[config.mk]
export PLATFORM = sky130hd
export DESIGN_NAME = irq_route_engine
export DESIGN_NICKNAME = d
export VERILOG_FILES = /design/src/rtl/irq_route_pkg.sv /design/src/rtl/irq_pin_counter.sv /design/src/rtl/irq_lowest_pick.sv /design/src/rtl/irq_route_engine.sv
export SDC_FILE = /design/constraint.sdc
export NUM_CORES = 2
export LEC_CHECK = 0
export BUFFER_PORTS_ARGS = -buffer_cell sky130_fd_sc_hd__buf_4
export CORE_ASPECT_RATIO = 1.5
export CORE_UTILIZATION = 45
export CTS_BUF_LIST = sky130_fd_sc_hd__clkbuf_4
export CTS_CLUSTER_SIZE = 20
export DETAILED_ROUTE_END_ITERATION = 16
export PLACE_DENSITY = 0.68
export SYNTH_ARGS = -nofsm -noshare
export SYNTH_HDL_FRONTEND = slang
export SYNTH_HIERARCHICAL = 1
export SYNTH_SLANG_ARGS = --single-unit
[constraint.sdc]
create_clock -name clk -period 5.4 [get_ports clk]
set_input_delay 1.08 -clock clk [delete_from_list [all_inputs] [get_ports clk]]
set_output_delay 1.08 -clock clk [all_outputs]
set_load 0.01 [all_outputs]
[src/rtl/irq_route_pkg.sv]
package irq_route_pkg;

    localparam int VEC_W  = 8;
    localparam int DLV_W  = 3;
    localparam int DEST_W = 8;

    // bit positions inside the lower entry word
    localparam int B_VEC   = 0;
    localparam int B_DLV   = 8;
    localparam int B_DMODE = 11;
    localparam int B_TRIG  = 15;
    localparam int B_MASK  = 16;
    // destination byte position inside the upper entry word
    localparam int B_DEST  = 24;

    typedef enum logic [1:0] {
        OP_ASSERT   = 2'd0,
        OP_DEASSERT = 2'd1,
        OP_PULSE    = 2'd2,
        OP_NONE     = 2'd3
    } req_op_e;

    typedef enum logic {
        ST_SCAN  = 1'b0,
        ST_OFFER = 1'b1
    } eng_state_e;

    typedef struct packed {
        logic              mask;
        logic              trig;
        logic              dmode;
        logic [DLV_W-1:0]  dlv;
        logic [VEC_W-1:0]  vec;
    } entry_t;

    typedef struct packed {
        logic [VEC_W-1:0]  vec;
        logic [DEST_W-1:0] dest;
        logic              dmode;
        logic [DLV_W-1:0]  dlv;
        logic              lvl;
    } msg_t;

endpackage

[src/rtl/irq_pin_counter.sv]
module irq_pin_counter
    import irq_route_pkg::*;
#(
    parameter int CNT_W = 8
) (
    input  logic             clk,
    input  logic             rst_n,
    input  logic             hit_i,
    input  req_op_e          op_i,
    output logic [CNT_W-1:0] cnt_o,
    output logic             rise_o
);
    localparam logic [CNT_W-1:0] CNT_MAX = {1'b0, {(CNT_W-1){1'b1}}};
    localparam logic [CNT_W-1:0] CNT_MIN = {1'b1, {(CNT_W-1){1'b0}}};
    localparam logic [CNT_W-1:0] ONE     = CNT_W'(1);

    logic [CNT_W-1:0] cnt_q;
    logic [CNT_W-1:0] cnt_d;

    always_comb begin
        cnt_d  = cnt_q;
        rise_o = 1'b0;
        if (hit_i) begin
            unique case (op_i)
                OP_ASSERT: begin
                    rise_o = (cnt_q == '0);
                    cnt_d  = (cnt_q == CNT_MAX) ? cnt_q : cnt_q + ONE;
                end
                OP_DEASSERT: begin
                    cnt_d  = (cnt_q == CNT_MIN) ? cnt_q : cnt_q - ONE;
                end
                OP_PULSE: begin
                    rise_o = (cnt_q == '0);
                end
                default: begin
                    cnt_d  = cnt_q;
                end
            endcase
        end
    end

    always_ff @(posedge clk) begin
        if (!rst_n) cnt_q <= '0;
        else        cnt_q <= cnt_d;
    end

    assign cnt_o = cnt_q;

endmodule

[src/rtl/irq_lowest_pick.sv]
module irq_lowest_pick #(
    parameter int N = 32,
    localparam int IW = $clog2(N)
) (
    input  logic [N-1:0]  req_i,
    output logic          any_o,
    output logic [IW-1:0] idx_o
);
    always_comb begin
        any_o = |req_i;
        idx_o = '0;
        for (int k = N - 1; k >= 0; k--) begin
            if (req_i[k]) idx_o = IW'(k);
        end
    end
endmodule

[src/rtl/irq_route_engine.sv]
module irq_route_engine
    import irq_route_pkg::*;
#(
    parameter int NPIN  = 32,
    parameter int PIN_W = 6,
    parameter int CNT_W = 8
) (
    input  logic              clk,
    input  logic              rst_n,
    input  logic              req_valid,
    input  logic [PIN_W-1:0]  req_pin,
    input  logic [1:0]        req_op,
    input  logic              cfg_we,
    input  logic [PIN_W-1:0]  cfg_pin,
    input  logic              cfg_hi,
    input  logic [31:0]       cfg_data,
    input  logic              eoi_valid,
    input  logic [VEC_W-1:0]  eoi_vec,
    output logic              msg_valid,
    input  logic              msg_ready,
    output logic [VEC_W-1:0]  msg_vector,
    output logic [DEST_W-1:0] msg_dest,
    output logic              msg_dmode,
    output logic [DLV_W-1:0]  msg_dlv,
    output logic              msg_level,
    output logic              err_range,
    output logic              err_neg
);
    localparam int               IDX_W   = $clog2(NPIN);
    localparam logic [PIN_W-1:0] PIN_LIM = PIN_W'(NPIN);
    localparam entry_t           ENT_RST = '{mask: 1'b1, trig: 1'b0, dmode: 1'b0,
                                             dlv: '0, vec: '0};

    // request / write decode
    logic             req_ok, cfg_ok;
    logic [IDX_W-1:0] req_idx, cfg_idx;
    req_op_e          op_e;
    entry_t           cfg_ent;
    logic             unused_cfg_bits;

    assign req_ok  = req_valid && (req_pin < PIN_LIM);
    assign cfg_ok  = cfg_we && (cfg_pin < PIN_LIM);
    assign req_idx = req_pin[IDX_W-1:0];
    assign cfg_idx = cfg_pin[IDX_W-1:0];
    assign op_e    = req_op_e'(req_op);
    assign cfg_ent = '{mask:  cfg_data[B_MASK],
                       trig:  cfg_data[B_TRIG],
                       dmode: cfg_data[B_DMODE],
                       dlv:   cfg_data[B_DLV +: DLV_W],
                       vec:   cfg_data[B_VEC +: VEC_W]};
    assign unused_cfg_bits = ^{cfg_data[B_DEST-1:B_MASK+1], cfg_data[B_TRIG-1:B_DMODE+1]};

    // per-pin state
    entry_t            ent  [NPIN];
    logic [DEST_W-1:0] dst  [NPIN];
    logic [CNT_W-1:0]  cnt  [NPIN];
    logic [NPIN-1:0]   pend, pend_nxt;
    logic [NPIN-1:0]   irr, irr_nxt;
    logic [NPIN-1:0]   rise, live, neg, eoi_hit, wr_hit, lvl_after;
    logic [NPIN-1:0]   take, irr_set;

    for (genvar i = 0; i < NPIN; i++) begin : g_pin
        logic hit;
        assign hit = req_ok && (req_idx == IDX_W'(i));

        irq_pin_counter #(.CNT_W(CNT_W)) u_cnt (
            .clk    (clk),
            .rst_n  (rst_n),
            .hit_i  (hit),
            .op_i   (op_e),
            .cnt_o  (cnt[i]),
            .rise_o (rise[i])
        );

        assign neg[i]       = cnt[i][CNT_W-1];
        assign live[i]      = !cnt[i][CNT_W-1] && (cnt[i] != '0);
        assign wr_hit[i]    = cfg_ok && (cfg_idx == IDX_W'(i));
        assign lvl_after[i] = wr_hit[i] ? (cfg_hi ? ent[i].trig : cfg_ent.trig)
                                        : ent[i].trig;
        assign eoi_hit[i]   = eoi_valid && irr[i] && (ent[i].vec == eoi_vec);
        assign pend_nxt[i]  = (pend[i] & ~take[i]) | rise[i]
                            | (wr_hit[i] & lvl_after[i] & live[i])
                            | (eoi_hit[i] & live[i]);
        assign irr_nxt[i]   = irr_set[i]
                            | (irr[i] & ~eoi_hit[i] & ~(wr_hit[i] & ~lvl_after[i]));
    end

    // routing table storage
    always_ff @(posedge clk) begin
        if (!rst_n) begin
            for (int k = 0; k < NPIN; k++) begin
                ent[k] <= ENT_RST;
                dst[k] <= '0;
            end
        end else if (cfg_ok) begin
            if (cfg_hi) dst[cfg_idx] <= cfg_data[B_DEST +: DEST_W];
            else        ent[cfg_idx] <= cfg_ent;
        end
    end

    // scanner
    logic             pick_any;
    logic [IDX_W-1:0] pick_idx;
    entry_t           sel_ent;
    logic             sel_go;

    irq_lowest_pick #(.N(NPIN)) u_pick (
        .req_i (pend),
        .any_o (pick_any),
        .idx_o (pick_idx)
    );

    assign sel_ent = ent[pick_idx];
    assign sel_go  = !sel_ent.mask && !(sel_ent.trig && irr[pick_idx]);

    eng_state_e st, st_nxt;
    logic       load;
    msg_t       msg_q;

    always_comb begin
        st_nxt  = st;
        take    = '0;
        irr_set = '0;
        load    = 1'b0;
        unique case (st)
            ST_SCAN: begin
                if (pick_any) begin
                    take[pick_idx] = 1'b1;
                    if (sel_go) begin
                        load              = 1'b1;
                        irr_set[pick_idx] = sel_ent.trig;
                        st_nxt            = ST_OFFER;
                    end
                end
            end
            ST_OFFER: begin
                if (msg_ready) st_nxt = ST_SCAN;
            end
            default: st_nxt = ST_SCAN;
        endcase
    end

    // state register
    always_ff @(posedge clk) begin
        if (!rst_n) st <= ST_SCAN;
        else        st <= st_nxt;
    end

    always_ff @(posedge clk) begin
        if (!rst_n) begin
            pend      <= '0;
            irr       <= '0;
            msg_q     <= '0;
            err_range <= 1'b0;
            err_neg   <= 1'b0;
        end else begin
            pend      <= pend_nxt;
            irr       <= irr_nxt;
            err_range <= (req_valid && !(req_pin < PIN_LIM))
                       || (cfg_we && !(cfg_pin < PIN_LIM));
            err_neg   <= err_neg | (|neg);
            if (load) begin
                msg_q <= '{vec: sel_ent.vec, dest: dst[pick_idx], dmode: sel_ent.dmode,
                           dlv: sel_ent.dlv, lvl: sel_ent.trig};
            end
        end
    end

    // outputs
    always_comb begin
        msg_valid  = (st == ST_OFFER);
        msg_vector = msg_q.vec;
        msg_dest   = msg_q.dest;
        msg_dmode  = msg_q.dmode;
        msg_dlv    = msg_q.dlv;
        msg_level  = msg_q.lvl;
    end

endmodule

==> summary.txt <==
Synth
  – Synth Cell Area: between 0.05 and 0.06 sq mm
  – Mapped Cells: 5350
  – Yosys Warn Count: 6
  – Syn Nets: 5443
  – Ranking of synthesized cells by area: edfxtp_1 36%, dfxtp_1 12%, and2_1 7.6%
  – Adder-cell share of the synthesized area: 0.00682
  – Sequential area share after synthesis: 0.477
  – Simple-gate share of the synthesized area: 0.236
  – Post-synth EDFFs: 704
  – Synth Area in Compound Gates: 0.111
  – Largest family of logic cells by synthesized area: simple AND/OR/NAND/NOR gates
  – Post-Synth XOR/XNOR Area: 0.0430
  – Post-synth top cells: 710 x and2_1, 704 x edfxtp_1, 344 x dfxtp_1
  – Ys flop type: edfxtp_1
  – Synth Area per Inst: 11.0 sq um
  – Area share of the largest cell type after synthesis: 0.360
  – Top-count cell post-synth: and2_1
  – Count of cell types in the netlist: a little under 70
  – Post-synthesis mux area share: 0.0895
  – Largest area contributor in the netlist: edfxtp_1
  – FFs w/ async S/R, synth: 0
  – Synth Register Bits: 1048

GRT
  – Total track usage: 0.267
  – Number of global-route vias before repair: between 40000 and 50000
  – Initial antenna violation count: 5
  – Remaining global-route overflow: 0
  – Largest net degree at the start of global routing: 126
  – First-pass GRT wire length: 270000 microns

Drt
  – Post-route ant nets: 0
  – DRT iter0 DRCs: 3886
  – DRC: 0
  – Via count: 45300
  – Vias per cell: 6.17
  – Per-cell routed wire length: 24.4 microns
  – First-pass DRT Iterations: 6
  – Post-Route WL: 179000 microns

Placed design
  – Dpl hpwl: 125000 microns
  – Last weighted congestion value of the routability-driven placer: ~1.0
  – I/O Buffers: 74
  – Placed cell count: 6894

Worst setup path
  – RR Startpoint: pend[5]$_SDFF_PN0_
  – Buf/Inv on CP: 1
  – Critical Path RT: 6.58 ns
  – Worst reg2reg path depth: 12
  – Worst Setup SP: pend[5]$_SDFF_PN0_
  – Worst Setup End Kind: flip-flop
  – Levels on crit path: 12
  – Crit-path max FO: 46
  – CP Launch Type: flip-flop
  – Critical Setup Path Class: reg2reg
  – Family with the most delay on the worst path: compound AO/OA/AOI/OAI gates
  – CP Data Arrival Time: 6.20 ns
  – CP max-delay cell: mux2i_1
  – Worst r2r dst: msg_dest[3]$_SDFFE_PN0P_
  – Reg2Reg Setup Slack: 0.38 ns
  – Worst path cell trace: nor2_1 > o31ai_1 > or4_1 > nor3_2 > a21o_4 > buf_4 > mux2i_1 > o22ai_1 > or4_1 > nor2_4 > o2111ai_4 > mux2i_1
  – Crit path capture: msg_dest[3]$_SDFFE_PN0P_
  – Crit-path max cell delay: 0.71 ns

Layout
  – Fraction of layout instances using a drive strength above 1: 0.170
  – Fin cells: between 7000 and 8000
  – Layout Nets: 5549
  – Area delta synth->final: 9.08%

Min path
  – Hold Path Depth: 3
  – Min-Delay Path Class: in2reg

Die
  – I/O pin total: 85
  – Row Count: 162
  – Die area: 0.132 sq mm
  – DIE WIDTH: 297 microns
  – Core Box Area: approximately 0.13 sq mm
  – Initial cell density of the core: 0.453
  – Die Y-Extent: approximately 440 microns

Timing
  – Final hold violations: 0
  – Worst-Margin Slew: 1.47 ns
  – Final setup fails: 0
  – Min cycle time layout: 5.02 ns
  – Rel. slew slack: 0.0186
  – Part of the cycle the worst path needs: 0.930
  – Fmax: 0.199 GHz
  – Setup TNS: 0 ns
  – Max Slew Vio Count: 0
  – Clock skew: 0.0901 ns
  – Unrepaired setup endpoints after global routing: no

Clock tree
  – H-tree Lvls: 5
  – Worst-path clk slew: 0.07 ns
  – Root Driver: clkbuf_4
  – Post-CTS setup buffer count: 0
  – Worst-skew pair later-pin latency: approximately 1.3 ns
  – Post_cts resized: 0
  – CTS tree: yes
  – Clock Tree Buf Depth: 4
  – CTS buffer count: 280
  – CTS Sinks: ~1000

Pwr
  – Pwr/cell area: 274 mW/mm^2
  – Power Total: between 0.015 and 0.02 W
  – Leakage: about 21 nW
  – Max VDD drop: 0.000241 V

Status
  – Status: finished, final reports clean

Flow run
  – Max-Cap Viols: 0
## flip-flops by register name, summed over array words and instances, names as in the netlist
signal             flops
msg_dlv                3
irr                   32
dst                  256
pend                  32
msg_level              1
err_neg                1
ent                  448
msg_valid              1
g_pin.u_cnt/cnt_o    256
msg_dest               8
msg_vector             8
err_range              1
msg_dmode              1
## layout by cell type (no fill, tap or decap), drive strengths merged, types with 24 or more instances in the layout
master / Yosys / layout
nand2b: 148 / 148
o211ai: 43 / 43
nor3: 106 / 106
o41ai: 32 / 32
and2: 742 / 742
nand3: 84 / 84
nand2: 289 / 289
nand4: 146 / 146
o22ai: 24 / 24
o311ai: 32 / 32
clkinv: 0 / 47
o31ai: 100 / 100
inv: 38 / 43
xnor2: 222 / 222
and4: 96 / 96
xor2: 66 / 66
mux2i: 165 / 165
a21oi: 226 / 226
or3: 138 / 138
dfxtp: 344 / 344
or4: 135 / 135
a211oi: 65 / 65
o21ai: 126 / 126
a32oi: 64 / 64
a21boi: 40 / 40
a22oi: 81 / 81
nor2: 190 / 190
nor4b: 34 / 34
o21a: 24 / 24
buf: 172 / 221
nand3b: 32 / 32
nor4: 104 / 104
edfxtp: 704 / 704
mux4: 160 / 160
clkbuf: 227 / 396
a41o: 32 / 32
ha: 32 / 32
## stage by stage
| step | hold WS, ns | utilization | instance area (sq um) | setup slack [ns] |
|---|---|---|---|---|
| 2_1_floorplan | 0.473 | - | 58700 | 1.82 |
| 3_3_place_gp | 0.454 | 0.468 | 60700 | 0.717 |
| 3_5_place_dp | 0.479 | 0.468 | 60700 | 0.679 |
| 4_1_cts | 0.114 | 0.494 | 64000 | 0.658 |
| 5_1_grt | 0.146 | 0.494 | 64000 | 0.265 |
| 6_report | 0.191 | 0.494 | 64000 | 0.377 |
## layer usage
layer	global-route usage	up-vias	routed length [microns]
li1	-	20700	-
met1	0.296	22200	64200
met2	0.463	1892	90200
met3	0.0506	516	12000
met4	0.185	2	12900
met5	0	-	14
## how the worst min path moves through the flow
| stage | slack, ns | endpoint | startpoint |
|---|---|---|---|
| finish | 0.19 | msg_valid$_SDFF_PN0_ | msg_ready |
| global placement | 0.45 | msg_vector[0]$_SDFFE_PN0P_ | msg_vector[0]$_SDFFE_PN0P_ |
| detailed placement | 0.48 | msg_dest[5]$_SDFFE_PN0P_ | msg_dest[5]$_SDFFE_PN0P_ |
| global route | 0.15 | msg_valid$_SDFF_PN0_ | msg_ready |
| CTS | 0.11 | msg_valid$_SDFF_PN0_ | msg_ready |
| floorplan | 0.47 | g_pin[0].u_cnt/cnt_o[5]$_SDFFE_PN0P_ | g_pin[0].u_cnt/cnt_o[5]$_SDFFE_PN0P_ |
## worst reg2reg max path, stage by stage, from the launching register on
cell and delay (ns):
dfxtp_1 0.39, nor2_1 0.23, o31ai_1 0.15, or4_1 0.51, nor3_2 0.15, a21o_4 0.69
buf_4 0.32, mux2i_1 0.71, o22ai_1 0.17, or4_1 0.49, nor2_4 0.14, o2111ai_4 0.57
mux2i_1 0.42
## layout make-up
class | instances | area (sq um)
antenna | 7 | 17.5
clock buffer | 396 | 2970
clock inverter | 55 | 297
fill | 11800 | 65700
inverter | 38 | 143
multi-input combinational | 3865 | 28600
sequential | 1048 | 28000
tap | 1722 | 2150
timing repair buffer | 223 | 1800
## repair_timing
action,CTS,global route
setup endpoints to repair,0,0
hold endpoints to repair,1,0
hold buffers,2,0
## logic make-up (layout without fill, tap and decap cells)
kind of cell / count (synthesis) / in the layout
AND/OR/NAND/NOR: 2295 / 2295
flip-flops: 1048 / 1048
AO/OA/AOI/OAI: 925 / 925
buffers and inverters: 437 / 712
multiplexers: 325 / 325
XOR/XNOR: 288 / 288
adder cells (fa/ha/maj): 32 / 32
other: 0 / 7
## where the power goes
part	total, W	leakage [nW]	internal, W	switching [W]
sequential	0.00899	9.48	0.00883	0.000153
combinational	0.00175	9.73	0.000632	0.00111
clock	0.00682	1.98	0.00349	0.00332
total	0.0175	21.2	0.0130	0.00459
Note: power is estimated with default switching activity, not from simulation.
